**src/rtl/lvt_pkg.sv**
```systemverilog
// Package: shared constants and the shift-register step for the raster timing block.
// Assumes 16-bit position registers with a fixed maximal-length tap set.
package lvt_pkg;
    localparam int unsigned LW = 16;
    localparam logic [LW-1:0] SEED = {LW{1'b1}};

    localparam logic [7:0] BLK_NONE  = 8'h00;
    localparam logic [7:0] BLK_PWRDN = 8'h07;

    // One step: shift left, feed back the XOR of bits 15, 4, 2 and 1.
    function automatic logic [LW-1:0] lfsr_advance(input logic [LW-1:0] s);
        return {s[LW-2:0], s[15] ^ s[4] ^ s[2] ^ s[1]};
    endfunction
endpackage

```
**src/rtl/lvt_lfsr_counter.sv**
```systemverilog
// Module: one position register with an end-state comparator.
// WRAP_ON_NEXT=0 reloads after the state equal to end_cmp has been held.
// WRAP_ON_NEXT=1 reloads in place of stepping into end_cmp, so the period equals the programmed count.
// Assumes end_cmp is reachable from SEED within the intended period.
module lvt_lfsr_counter
    import lvt_pkg::*;
#(
    parameter bit WRAP_ON_NEXT = 1'b0
) (
    input  logic          clk,
    input  logic          rst_n,
    input  logic          restart,
    input  logic          step,
    input  logic [LW-1:0] end_cmp,
    output logic [LW-1:0] state,
    output logic          wrap
);
    logic [LW-1:0] nxt;
    logic          at_end;

    assign nxt = lfsr_advance(state);

    generate
        if (WRAP_ON_NEXT) begin : g_next
            assign at_end = (nxt == end_cmp);
        end else begin : g_curr
            assign at_end = (state == end_cmp);
        end
    endgenerate

    assign wrap = step & at_end;

    // Position register: seed on reset or restart, reload at the end, step otherwise.
    always_ff @(posedge clk) begin
        if (!rst_n)       state <= SEED;
        else if (restart) state <= SEED;
        else if (step)    state <= at_end ? SEED : nxt;
    end


    no_lockup_chk: assert property (@(posedge clk) disable iff (!rst_n)
        state != '0);

    restart_seed_chk: assert property (@(posedge clk) disable iff (!rst_n)
        $past(restart) |-> state == SEED);
endmodule

```
**src/rtl/lvt_window.sv**
```systemverilog
// Module: sticky window flag. A matching on-state sets it and a matching off-state clears it.
// win_nxt is the flag value for the current position. Assumes on_cmp != off_cmp.
module lvt_window
    import lvt_pkg::*;
(
    input  logic          clk,
    input  logic          rst_n,
    input  logic          clear,
    input  logic [LW-1:0] pos,
    input  logic [LW-1:0] on_cmp,
    input  logic [LW-1:0] off_cmp,
    output logic          win_nxt
);
    logic flag;

    // Window value for the current position.
    always_comb begin
        if (pos == on_cmp)       win_nxt = 1'b1;
        else if (pos == off_cmp) win_nxt = 1'b0;
        else                     win_nxt = flag;
    end

    // Remember the window state between matches.
    always_ff @(posedge clk) begin
        if (!rst_n || clear) flag <= 1'b0;
        else                 flag <= win_nxt;
    end
endmodule

```
**src/rtl/lfsr_raster_timing.sv**
```systemverilog
// Module: raster timing top. Horizontal and vertical shift-register counters drive
// four window flags, and registered, active-high outputs are gated by the blanking control.
// Assumes all comparator words are states within their axis period.
module lfsr_raster_timing
    import lvt_pkg::*;
(
    input  logic          clk,
    input  logic          rst_n,
    input  logic          mode_load,
    input  logic [7:0]    blank_mode,
    input  logic [LW-1:0] h_end_cmp,
    input  logic [LW-1:0] hs_on_cmp,
    input  logic [LW-1:0] hs_off_cmp,
    input  logic [LW-1:0] h_act_on_cmp,
    input  logic [LW-1:0] h_act_off_cmp,
    input  logic [LW-1:0] v_end_cmp,
    input  logic [LW-1:0] vs_on_cmp,
    input  logic [LW-1:0] vs_off_cmp,
    input  logic [LW-1:0] v_act_on_cmp,
    input  logic [LW-1:0] v_act_off_cmp,
    output logic          hsync,
    output logic          vsync,
    output logic          disp_en,
    output logic          line_start,
    output logic          frame_start
);
    localparam int unsigned NWIN = 4;   // 0 hsync, 1 h active, 2 vsync, 3 v active
    localparam int unsigned FIRST_V = 2;

    logic [LW-1:0] h_state, v_state;
    logic          h_wrap, v_wrap;
    logic          pd_q, pd_act, restart, blank;
    logic [LW-1:0] on_cmps  [NWIN];
    logic [LW-1:0] off_cmps [NWIN];
    logic [NWIN-1:0] win_nxt;

    // Blanking control decode: power-down is latched, restart covers reload and power-down.
    assign pd_act  = (blank_mode == BLK_PWRDN) | pd_q;
    assign restart = mode_load | pd_act;
    assign blank   = (blank_mode != BLK_NONE) | pd_act;

    lvt_lfsr_counter #(.WRAP_ON_NEXT(1'b0)) u_hcnt (
        .clk(clk), .rst_n(rst_n), .restart(restart), .step(1'b1),
        .end_cmp(h_end_cmp), .state(h_state), .wrap(h_wrap)
    );

    lvt_lfsr_counter #(.WRAP_ON_NEXT(1'b1)) u_vcnt (
        .clk(clk), .rst_n(rst_n), .restart(restart), .step(h_wrap),
        .end_cmp(v_end_cmp), .state(v_state), .wrap(v_wrap)
    );

    // Comparator table for the window flags.
    always_comb begin
        on_cmps[0] = hs_on_cmp;    off_cmps[0] = hs_off_cmp;
        on_cmps[1] = h_act_on_cmp; off_cmps[1] = h_act_off_cmp;
        on_cmps[2] = vs_on_cmp;    off_cmps[2] = vs_off_cmp;
        on_cmps[3] = v_act_on_cmp; off_cmps[3] = v_act_off_cmp;
    end

    for (genvar i = 0; i < NWIN; i++) begin : g_win
        lvt_window u_win (
            .clk(clk), .rst_n(rst_n), .clear(restart),
            .pos((i >= FIRST_V) ? v_state : h_state),
            .on_cmp(on_cmps[i]), .off_cmp(off_cmps[i]),
            .win_nxt(win_nxt[i])
        );
    end

    // Power-down latch and registered timing outputs.
    always_ff @(posedge clk) begin
        if (!rst_n) begin
            pd_q        <= 1'b0;
            hsync       <= 1'b0;
            vsync       <= 1'b0;
            disp_en     <= 1'b0;
            line_start  <= 1'b0;
            frame_start <= 1'b0;
        end else begin
            pd_q <= (blank_mode == BLK_PWRDN) | (pd_q & ~mode_load);
            if (restart) begin
                hsync       <= 1'b0;
                vsync       <= 1'b0;
                disp_en     <= 1'b0;
                line_start  <= 1'b0;
                frame_start <= 1'b0;
            end else begin
                hsync       <= win_nxt[0] & ~blank;
                vsync       <= win_nxt[2] & ~blank;
                disp_en     <= win_nxt[1] & win_nxt[3] & ~blank;
                line_start  <= (h_state == SEED);
                frame_start <= (h_state == SEED) && (v_state == SEED);
            end
        end
    end


    blank_quiet_chk: assert property (@(posedge clk) disable iff (!rst_n)
        ($past(blank_mode) != BLK_NONE) |-> (!hsync && !vsync && !disp_en));

    pwrdn_quiet_chk: assert property (@(posedge clk) disable iff (!rst_n)
        pd_q |-> (!hsync && !vsync && !disp_en && !line_start));

    frame_in_line_chk: assert property (@(posedge clk) disable iff (!rst_n)
        frame_start |-> line_start);

    reload_quiet_chk: assert property (@(posedge clk) disable iff (!rst_n)
        $past(mode_load) |-> (!line_start && !frame_start && !hsync));

    vwrap_on_line_chk: assert property (@(posedge clk) disable iff (!rst_n)
        v_wrap |-> h_wrap);
endmodule

```
**config.mk**
```make
export PLATFORM = sky130hd
export DESIGN_NAME = lfsr_raster_timing
export DESIGN_NICKNAME = d
export VERILOG_FILES = /design/src/rtl/lvt_pkg.sv /design/src/rtl/lvt_lfsr_counter.sv /design/src/rtl/lvt_window.sv /design/src/rtl/lfsr_raster_timing.sv
export SDC_FILE = /design/constraint.sdc
export NUM_CORES = 1
export LEC_CHECK = 0
export BUFFER_PORTS_ARGS = -buffer_cell sky130_fd_sc_hd__buf_2
export CAP_MARGIN = 5
export CORE_UTILIZATION = 45
export CTS_BUF_LIST = sky130_fd_sc_hd__clkbuf_8
export DETAILED_ROUTE_END_ITERATION = 12
export GPL_ROUTABILITY_DRIVEN = 0
export GPL_TIMING_DRIVEN = 0
export PLACE_DENSITY = 0.8
export SYNTH_ARGS = -nofsm -noshare
export SYNTH_HDL_FRONTEND = slang
export SYNTH_SLANG_ARGS = --single-unit
```
**constraint.sdc**
```tcl
create_clock -name clk -period 2.5 [get_ports clk]
set_clock_uncertainty 0.1 [all_clocks]
set_input_delay 0.625 -clock clk [delete_from_list [all_inputs] [get_ports clk]]
set_output_delay 0.625 -clock clk [all_outputs]
set_load 0.01 [all_outputs]
```
### After elaboration in Yosys (flattened, before gate mapping)

Cells that the tools add are included.

* bitwise operators: 18
* div/mod/pow operators: 0
* $add $sub $neg: 0
* $lt $le $gt $ge: 0
* multipliers: 0
* shift-type cells: 0
* muxes and demuxes: 9
* equal/unequal tests: 13
* reduce and logical (&&, ||, !) cells: 6

Operator list (count)
* $eq A16 B16 Y1: 10
* $eq A16 B16 Y1 const B: 2
* $mux W16: 1
* $eq A8 B3 Y1 const B: 1
* $mux W1: 8
* $reduce_bool A8 Y1: 1
* $xor A1 B1 Y1: 6
* $and A1 B1 Y1: 5
* $or A1 B1 Y1: 4
* $not A1 Y1: 3
* $reduce_or A3 Y1: 1
* $reduce_or A2 Y1: 1
* $logic_and A1 B1 Y1: 1
* $logic_not A1 Y1: 1
* $logic_or A1 B1 Y1: 1

* latch bits: 0
* bits in registers: 42
* memories: 0
* input port bits: 171
* logic and storage cells: 58
* memory bits (read-only): 0
* RAM bits: 0
* output and inout port bits: 5

### Depth between registers and ports, before layout

Gate-level depths: netlist of run 1.

* depth after elaboration: 5
* mapped depth: 8
* mapped depth without buffers: 5

### Hierarchy

Synthesis of run 1 repeated with hierarchy kept, for this count alone.

* cells, all modules: 384
* area, all modules: 3505.9 um2

By module, submodules not included
* lvt_window: area each 397.9 um2, cells an instance 47, instances 4, sequential area each 20.0 um2
* lvt_lfsr_counter at u_hcnt: area each 812.0 um2, cells an instance 81, instances 1, sequential area each 320.3 um2
* lvt_lfsr_counter at u_vcnt: area each 800.8 um2, cells an instance 81, instances 1, sequential area each 320.3 um2
* lfsr_raster_timing: area each 301.5 um2, cells an instance 34, instances 1, sequential area each 120.1 um2

### Least setup slack after synthesis of run 1

No wires, ideal clock.

* path kind: input-to-reg
* start point: in blank_mode[5]
* end point: reg disp_en
* stages: 6
* setup slack: 388 ps
* path buffers: 1
* data required time: 2284 ps
* setup time: 116 ps
* arrival: 1897 ps
* cells stage by stage: or4_1 nor3_2 or4b_1 buf_2 a21oi_1 and3_1

* cells in the longest elaborated chain, start to end: 5
* elaborated cells on any way between the ends: 8
* those cells by class: eq/ne: 1; bitwise: 5; reduce/logical: 2

Ends and longest elaborated chain
* from (decl): RTL line lfsr_raster_timing.sv:10 `input logic [7:0] blank_mode,`
* $eq A8 B3 Y1: RTL line lfsr_raster_timing.sv:38 `assign pd_act = (blank_mode == BLK_PWRDN) | pd_q;`
* $or A1 B1 Y1: RTL line lfsr_raster_timing.sv:38
* $or A1 B1 Y1: RTL line lfsr_raster_timing.sv:40 `assign blank = (blank_mode != BLK_NONE) | pd_act;`
* $not A1 Y1: RTL line lfsr_raster_timing.sv:89 `disp_en <= win_nxt[1] & win_nxt[3] & ~blank;`
* $and A1 B1 Y1: RTL line lfsr_raster_timing.sv:89
* to (signal assigned): RTL line lfsr_raster_timing.sv:89
* to (decl): RTL line lfsr_raster_timing.sv:23 `output logic disp_en,`

Several ways; a longest one is shown, not always the timed one.
A chain may end at the register's enable or synchronous reset.

### Worst setup path in the final report of run 1

* start point: reg u_vcnt.state[8]
* end point: reg u_vcnt.state[5]

* cells in the longest elaborated chain, start to end: 2

Ends and longest elaborated chain
* from (decl): RTL line lvt_lfsr_counter.sv:15 `output logic [LW-1:0] state,`
* from (signal assigned): RTL line lvt_lfsr_counter.sv:37 `else if (step) state <= at_end ? SEED : nxt;`
* $eq A16 B16 Y1: RTL line lvt_lfsr_counter.sv:25 `assign at_end = (nxt == end_cmp);`
* $mux W16: RTL line lvt_lfsr_counter.sv:37

No other way between the ends.

==> qor.txt, run 1 <==
outcome: completed
area of placed instances: 4570 µm²
initial antenna violation count: 0
Synthesized Nets: 534
Peak VDD IR: 204 µV
Total GRT Usage: 0.252
Rel. slew slack: 0.565
reg2reg start: u_vcnt.state[8]
Final Cycle Share: 0.864
CP required: 2.64 ns
Yosys top cell by area: dfxtp_1
pre-CTS WS: 0.0408 ns
Leak: 1.88 nW
RSZ-0062 raised after global routing: false
final core utilization: 0.605
Worst-path clk slew: 0.08 ns
core area: 7690 µm²
commonest cells after routing, fill and taps aside: buf_2 (187), xnor2_1 (81), xor2_1 (80)
fin area: 4650 µm²
total gr overflow: 0
Final ANT Viol Nets: 0
Async SR Flop Fraction: 0
Startpoint Class: flop
CTS tree: yes
Post-synth EDFFs: 0
htree depth: 2
violation count after the first detailed-route iteration: 76
Final TNS setup: 0 ns
vias: 3306
Root Buffer: clkbuf_8
dpl hpwl: 8170 µm
Worst setup EP type: flop
fillers: 670
clk sinks: 42
Die Area: 8280 µm²
DRT Wirelength: 10300 µm
Die W: 91.0 µm
CTS max path bufs: 2
Final Max Slew Viols: 0
Setup Fix Bufs, Post-CTS: 0
most common cell after layout, fill and taps aside: buf_2
Synth Flop Type: dfxtp_1
vias in the first global route: 3328
Layout Nets: 716
Ys Warns: 0
post-synthesis cell count: 363
Slew @ Worst Pin: 0.651 ns
pin count of the biggest net entering global routing: 14
clk_lat worst skew: 0.29 ns
post-synthesis sequential area ratio: 0.236
Hold/Removal Path Class: flop to flop
crit path time final: 2.16 ns
FF-to-FF setup slack: 0.34 ns
Yosys top cell area share: 0.236
Pre-Repair DR Iteration Count: 4
Avg Synthesized Cell Area: 9.81 µm²
Hold Vio Cnt, Final: 0
pwr dens: 307 nW/µm²
area grow syn2layout: 30.6%
Vias/cell: 5.10
Ports: 176
final worst slack: 0.340 ns
share of cells above drive strength 1: 0.445
max_cap viols: 0
CP arrival: 2.30 ns
post-CTS sizing: 0
Wirelength per Cell: 15.9 µm
# diodes: 0
DRC: 0
critical path class: flop to flop
crit-path max FO: 10
Yosys reg bits: 42
maximum clock rate: 463 MHz
top cells by area, synth: dfxtp_1 (24%), xnor2_1 (20%), xor2_1 (20%), nand4_1 (5.6%), nor4_1 (4.0%)
# hold bufs at CTS: 0
Final setup viols: 0
first-pass GRT wire length: 16200 µm
Placement Rows: 32
Setup crit start: u_vcnt.state[8]
CTS buffer count: 5
PortBufs: 175
Worst Hold Launch: g_win[3].u_win.flag
Initial Util: 0.463
post-synthesis cell type count: 36
Cell Area, Synth: 3560 µm²
Die Span Y: 91.0 µm
[worst max-delay path: stages (launching register included)]
cell	delay [ns]
dfxtp_1	0.31
clkbuf_8	0.16
xor2_1	0.16
nor4_1	0.43
nand4_1	0.29
o211ai_4	0.33
buf_6	0.19
o22a_1	0.14
[per-stage QoR]
| step | total power, mW | std cells | hold slack, ns |
|---|---|---|---|
| 2_1_floorplan | 0.839 | 363 | 0.339 |
| 3_3_place_gp | 1.01 | 640 | 0.363 |
| 3_5_place_dp | 1.02 | 640 | 0.380 |
| 4_1_cts | 1.45 | 648 | 0.399 |
| 5_1_grt | 1.50 | 648 | 0.434 |
| 6_report | 1.43 | 648 | 0.402 |
[synthesized netlist by cell type, types with 2 or more instances]
master / n
nor4_1: 23
xnor2_4: 3
xnor2_2: 2
buf_6: 11
nor2_1: 4
o22a_2: 5
or4_1: 2
buf_2: 12
and3_1: 2
xor2_1: 80
nor3_1: 2
nand2_1: 2
xnor2_1: 81
dfxtp_1: 42
nand4_1: 32
or3_2: 8
o41ai_1: 2
clkbuf_8: 10
buf_4: 3
o21a_1: 2
a21oi_1: 4
or3_1: 8
o22a_1: 10
[path summary, 6_finish.rpt]
kind | to | cells past startpoint
setup / recovery | u_vcnt.state[5] | 7
hold / removal | g_win[3].u_win.flag | 2
setup reg to reg | u_vcnt.state[5] | 7
hold reg to reg | g_win[3].u_win.flag | 2
[power by group]
group | total [mW] | internal (mW) | switching (mW) | leakage [nW]
clock network | 0.420 | 0.193 | 0.228 | 0.0493
logic | 0.337 | 0.194 | 0.143 | 1.50
registers | 0.673 | 0.672 | 0.000892 | 0.340
[cell type report]
class	instances	area [µm²]	share of cell area
repair buffers	175	876	0.188
well taps	102	128	0.0274
flip-flops and latches	42	841	0.181
multi-input cells	283	2350	0.506
clock buffers	5	68.8	0.0148
plain buffers	38	369	0.0793
clock inverters	3	17.5	0.00377
[metal layers]
| layer | GRT usage | vias up | share of wire |
|---|---|---|---|
| met4 | 0.111 | 0 | 0.026 |
| li1 | - | 1618 | - |
| met2 | 0.454 | 161 | 0.50 |
| met1 | 0.284 | 1507 | 0.41 |
| met3 | 0.0553 | 20 | 0.063 |
| met5 | 0 | - | 0 |
[cells by family (layout without fill, tap and decap cells)]
| kind of cell | Yosys count | count (layout) | synth area share |
|---|---|---|---|
| flops | 42 | 42 | 0.236 |
| buf+inv | 38 | 221 | 0.104 |
| simple gates | 92 | 92 | 0.170 |
| xor+xnor | 166 | 166 | 0.428 |
| compound gates | 25 | 25 | 0.0618 |
[sequential cells by signal, summed over array words and instances, names as in the netlist]
name,flops
u_hcnt.state,16
u_vcnt.state,16
g_win.u_win.flag,4
disp_en,1
frame_start,1
hsync,1
line_start,1
pd_q,1
vsync,1
(Power assumes the default switching activity.)
==> run 2: changes to the inputs <==
CORE_UTILIZATION = 48   (was 45)
PLACE_DENSITY = 0.84   (was 0.8)
==> run 2 against run 1 <==
- non-clock buffer count stayed put
- routed wire length is 0.94% lower
- power is 7.9% higher
- sequential power hardly changed
- critical path depth stayed put
- via count is 0.64% higher
- maximum frequency is 4.8% lower
- flip-flop and latch count stayed put
- count of clock-buffer cells in the layout is 1 higher
- cell area is 0.48% higher
- critical endpoint is now u_vcnt.state[0]
- largest cell class unchanged
- largest power group unchanged
==> qor.txt, run 2 (synthesized netlist as in run 1, its figures left out) <==
outcome: completed
Final Cycle Share: 0.907 (+0.0431)
Total GRT Usage: 0.257 (+0.00449)
CTS buffer count: 5 (unchanged)
Pre-Repair DR Iteration Count: 4 (unchanged)
Largest regs: u_hcnt.state x16, u_vcnt.state x16, g_win.u_win.flag x4
RSZ-0062 raised after global routing: false
CP required: 2.59 ns (-0.05 ns)
Ports: 176 (unchanged)
area grow syn2layout: 31.2%
crit path time final: 2.27 ns (+0.108 ns)
Worst Hold Launch: g_win[3].u_win.flag
commonest cells after routing, fill and taps aside: buf_2 (187), xnor2_1 (81), xor2_1 (80)
fillers: 609 (-9.1%)
htree depth: 2 (unchanged)
DRC: 0 (unchanged)
reg2reg start: u_hcnt.state[4]
Final ANT Viol Nets: 0 (unchanged)
Setup Fix Bufs, Post-CTS: 0 (unchanged)
PortBufs: 175 (unchanged)
Vias/cell: 5.17 (+1.3%)
pre-CTS WS: 0.0465 ns (+0.00572 ns)
Leak: 1.89 nW (+0.42%)
first-pass GRT wire length: 15000 µm (-7.6%)
clk sinks: 42 (unchanged)
total gr overflow: 0 (unchanged)
Final Max Slew Viols: 0 (unchanged)
share of cells above drive strength 1: 0.446 (+0.000817)
dpl hpwl: 8220 µm (+0.68%)
Slew @ Worst Pin: 0.644 ns (-0.00635 ns)
Worst setup EP type: flop
Pwr Total: 1.54 mW (+7.9%)
clk_lat worst skew: 0.29 ns (about the same)
Die Span Y: 88.1 µm (-3.1%)
initial antenna violation count: 0 (unchanged)
Final TNS setup: 0 ns (unchanged)
violation count after the first detailed-route iteration: 76 (unchanged)
Startpoint Class: flop
CP arrival: 2.35 ns (+0.05 ns)
Wirelength per Cell: 15.8 µm (-0.33%)
pin count of the biggest net entering global routing: 13 (-1)
Final setup viols: 0 (unchanged)
final worst slack: 0.232 ns (-0.108 ns)
# hold bufs at CTS: 0 (unchanged)
Worst-path clk slew: 0.07 ns (about the same)
Placement Rows: 31 (-3.1%)
Setup crit start: u_hcnt.state[4]
pwr dens: 330 nW/µm² (+7.4%)
Hold Vio Cnt, Final: 0 (unchanged)
Die Area: 7770 µm² (-6.1%)
Hold/Removal Path Class: flop to flop
# diodes: 0 (unchanged)
max_cap viols: 0 (unchanged)
core area: 7210 µm² (-6.2%)
maximum clock rate: 441 MHz (-4.8%)
Die W: 88.1 µm (-3.1%)
CTS tree: yes
CTS max path bufs: 2 (unchanged)
Root Buffer: clkbuf_8
Peak VDD IR: 184 µV (-9.5%)
vias: 3327 (+0.64%)
Initial Util: 0.494 (+0.0304)
critical path class: flop to flop
Rel. slew slack: 0.569 (+0.00425)
DRT Wirelength: 10200 µm (-0.94%)
post-CTS sizing: 0 (unchanged)
Layout Nets: 716 (unchanged)
crit-path max FO: 10 (unchanged)
vias in the first global route: 3227 (-3.0%)
most common cell after layout, fill and taps aside: buf_2
==> run 2: cell count changes in the layout (fill, tap and decap cells not counted), sizes merged <==
cell    change
inv         -1
clkbuf      +1
bufinv      +1
clkinv      -2
==> run 2: final timing paths <==
| check | endpoint | slack [ns] | cells after the start |
|---|---|---|---|
| max reg2reg | u_vcnt.state[0] | 0.23 | 7 |
| min reg2reg | g_win[3].u_win.flag | 0.38 | 2 |
| max | u_vcnt.state[0] | 0.23 | 7 |
| min | g_win[3].u_win.flag | 0.38 | 2 |
==> run 2: cell type report <==
class	instances	area, µm²	share of cell area
multi-input combinational	283	2350	0.503
sequential	42	841	0.180
buffer	38	369	0.0790
tap	99	124	0.0265
clock buffer	6	82.6	0.0177
clock inverter	1	30.0	0.00642
timing repair buffer	175	876	0.187
==> run 2: routing by layer <==
| layer | GRT usage | up-vias | wire length (µm) |
|---|---|---|---|
| met5 | 0 | - | 0 |
| met4 | 0.0880 | 0 | 264 |
| met3 | 0.0613 | 19 | 903 |
| met2 | 0.507 | 179 | 5160 |
| met1 | 0.260 | 1513 | 3880 |
| li1 | - | 1616 | - |
==> run 2: critical path, cell delays in order (launching register included) <==
cell       delay (ns)
dfxtp_1          0.31
buf_2            0.26
xnor2_1          0.18
nand4_1          0.19
nor4_4           0.55
clkbuf_2         0.30
o2111ai_1        0.13
o21a_1           0.15
==> run 2: where the power goes <==
group | switching (mW) | internal [mW]
Sequential | 0.00123 | 0.672
Clock | 0.213 | 0.319
Combinational | 0.143 | 0.194
Total | 0.357 | 1.18
==> run 2: through the flow <==
step                cells  hold WS [ns]  utilization  instance area, µm²
CTS                   644         0.386        0.648                4670
detailed placement    637         0.371        0.632                4560
global route          644         0.407        0.648                4670
global placement      637         0.362        0.632                4560
floorplan             363         0.339            -                3560
finish                644         0.385        0.648                4670
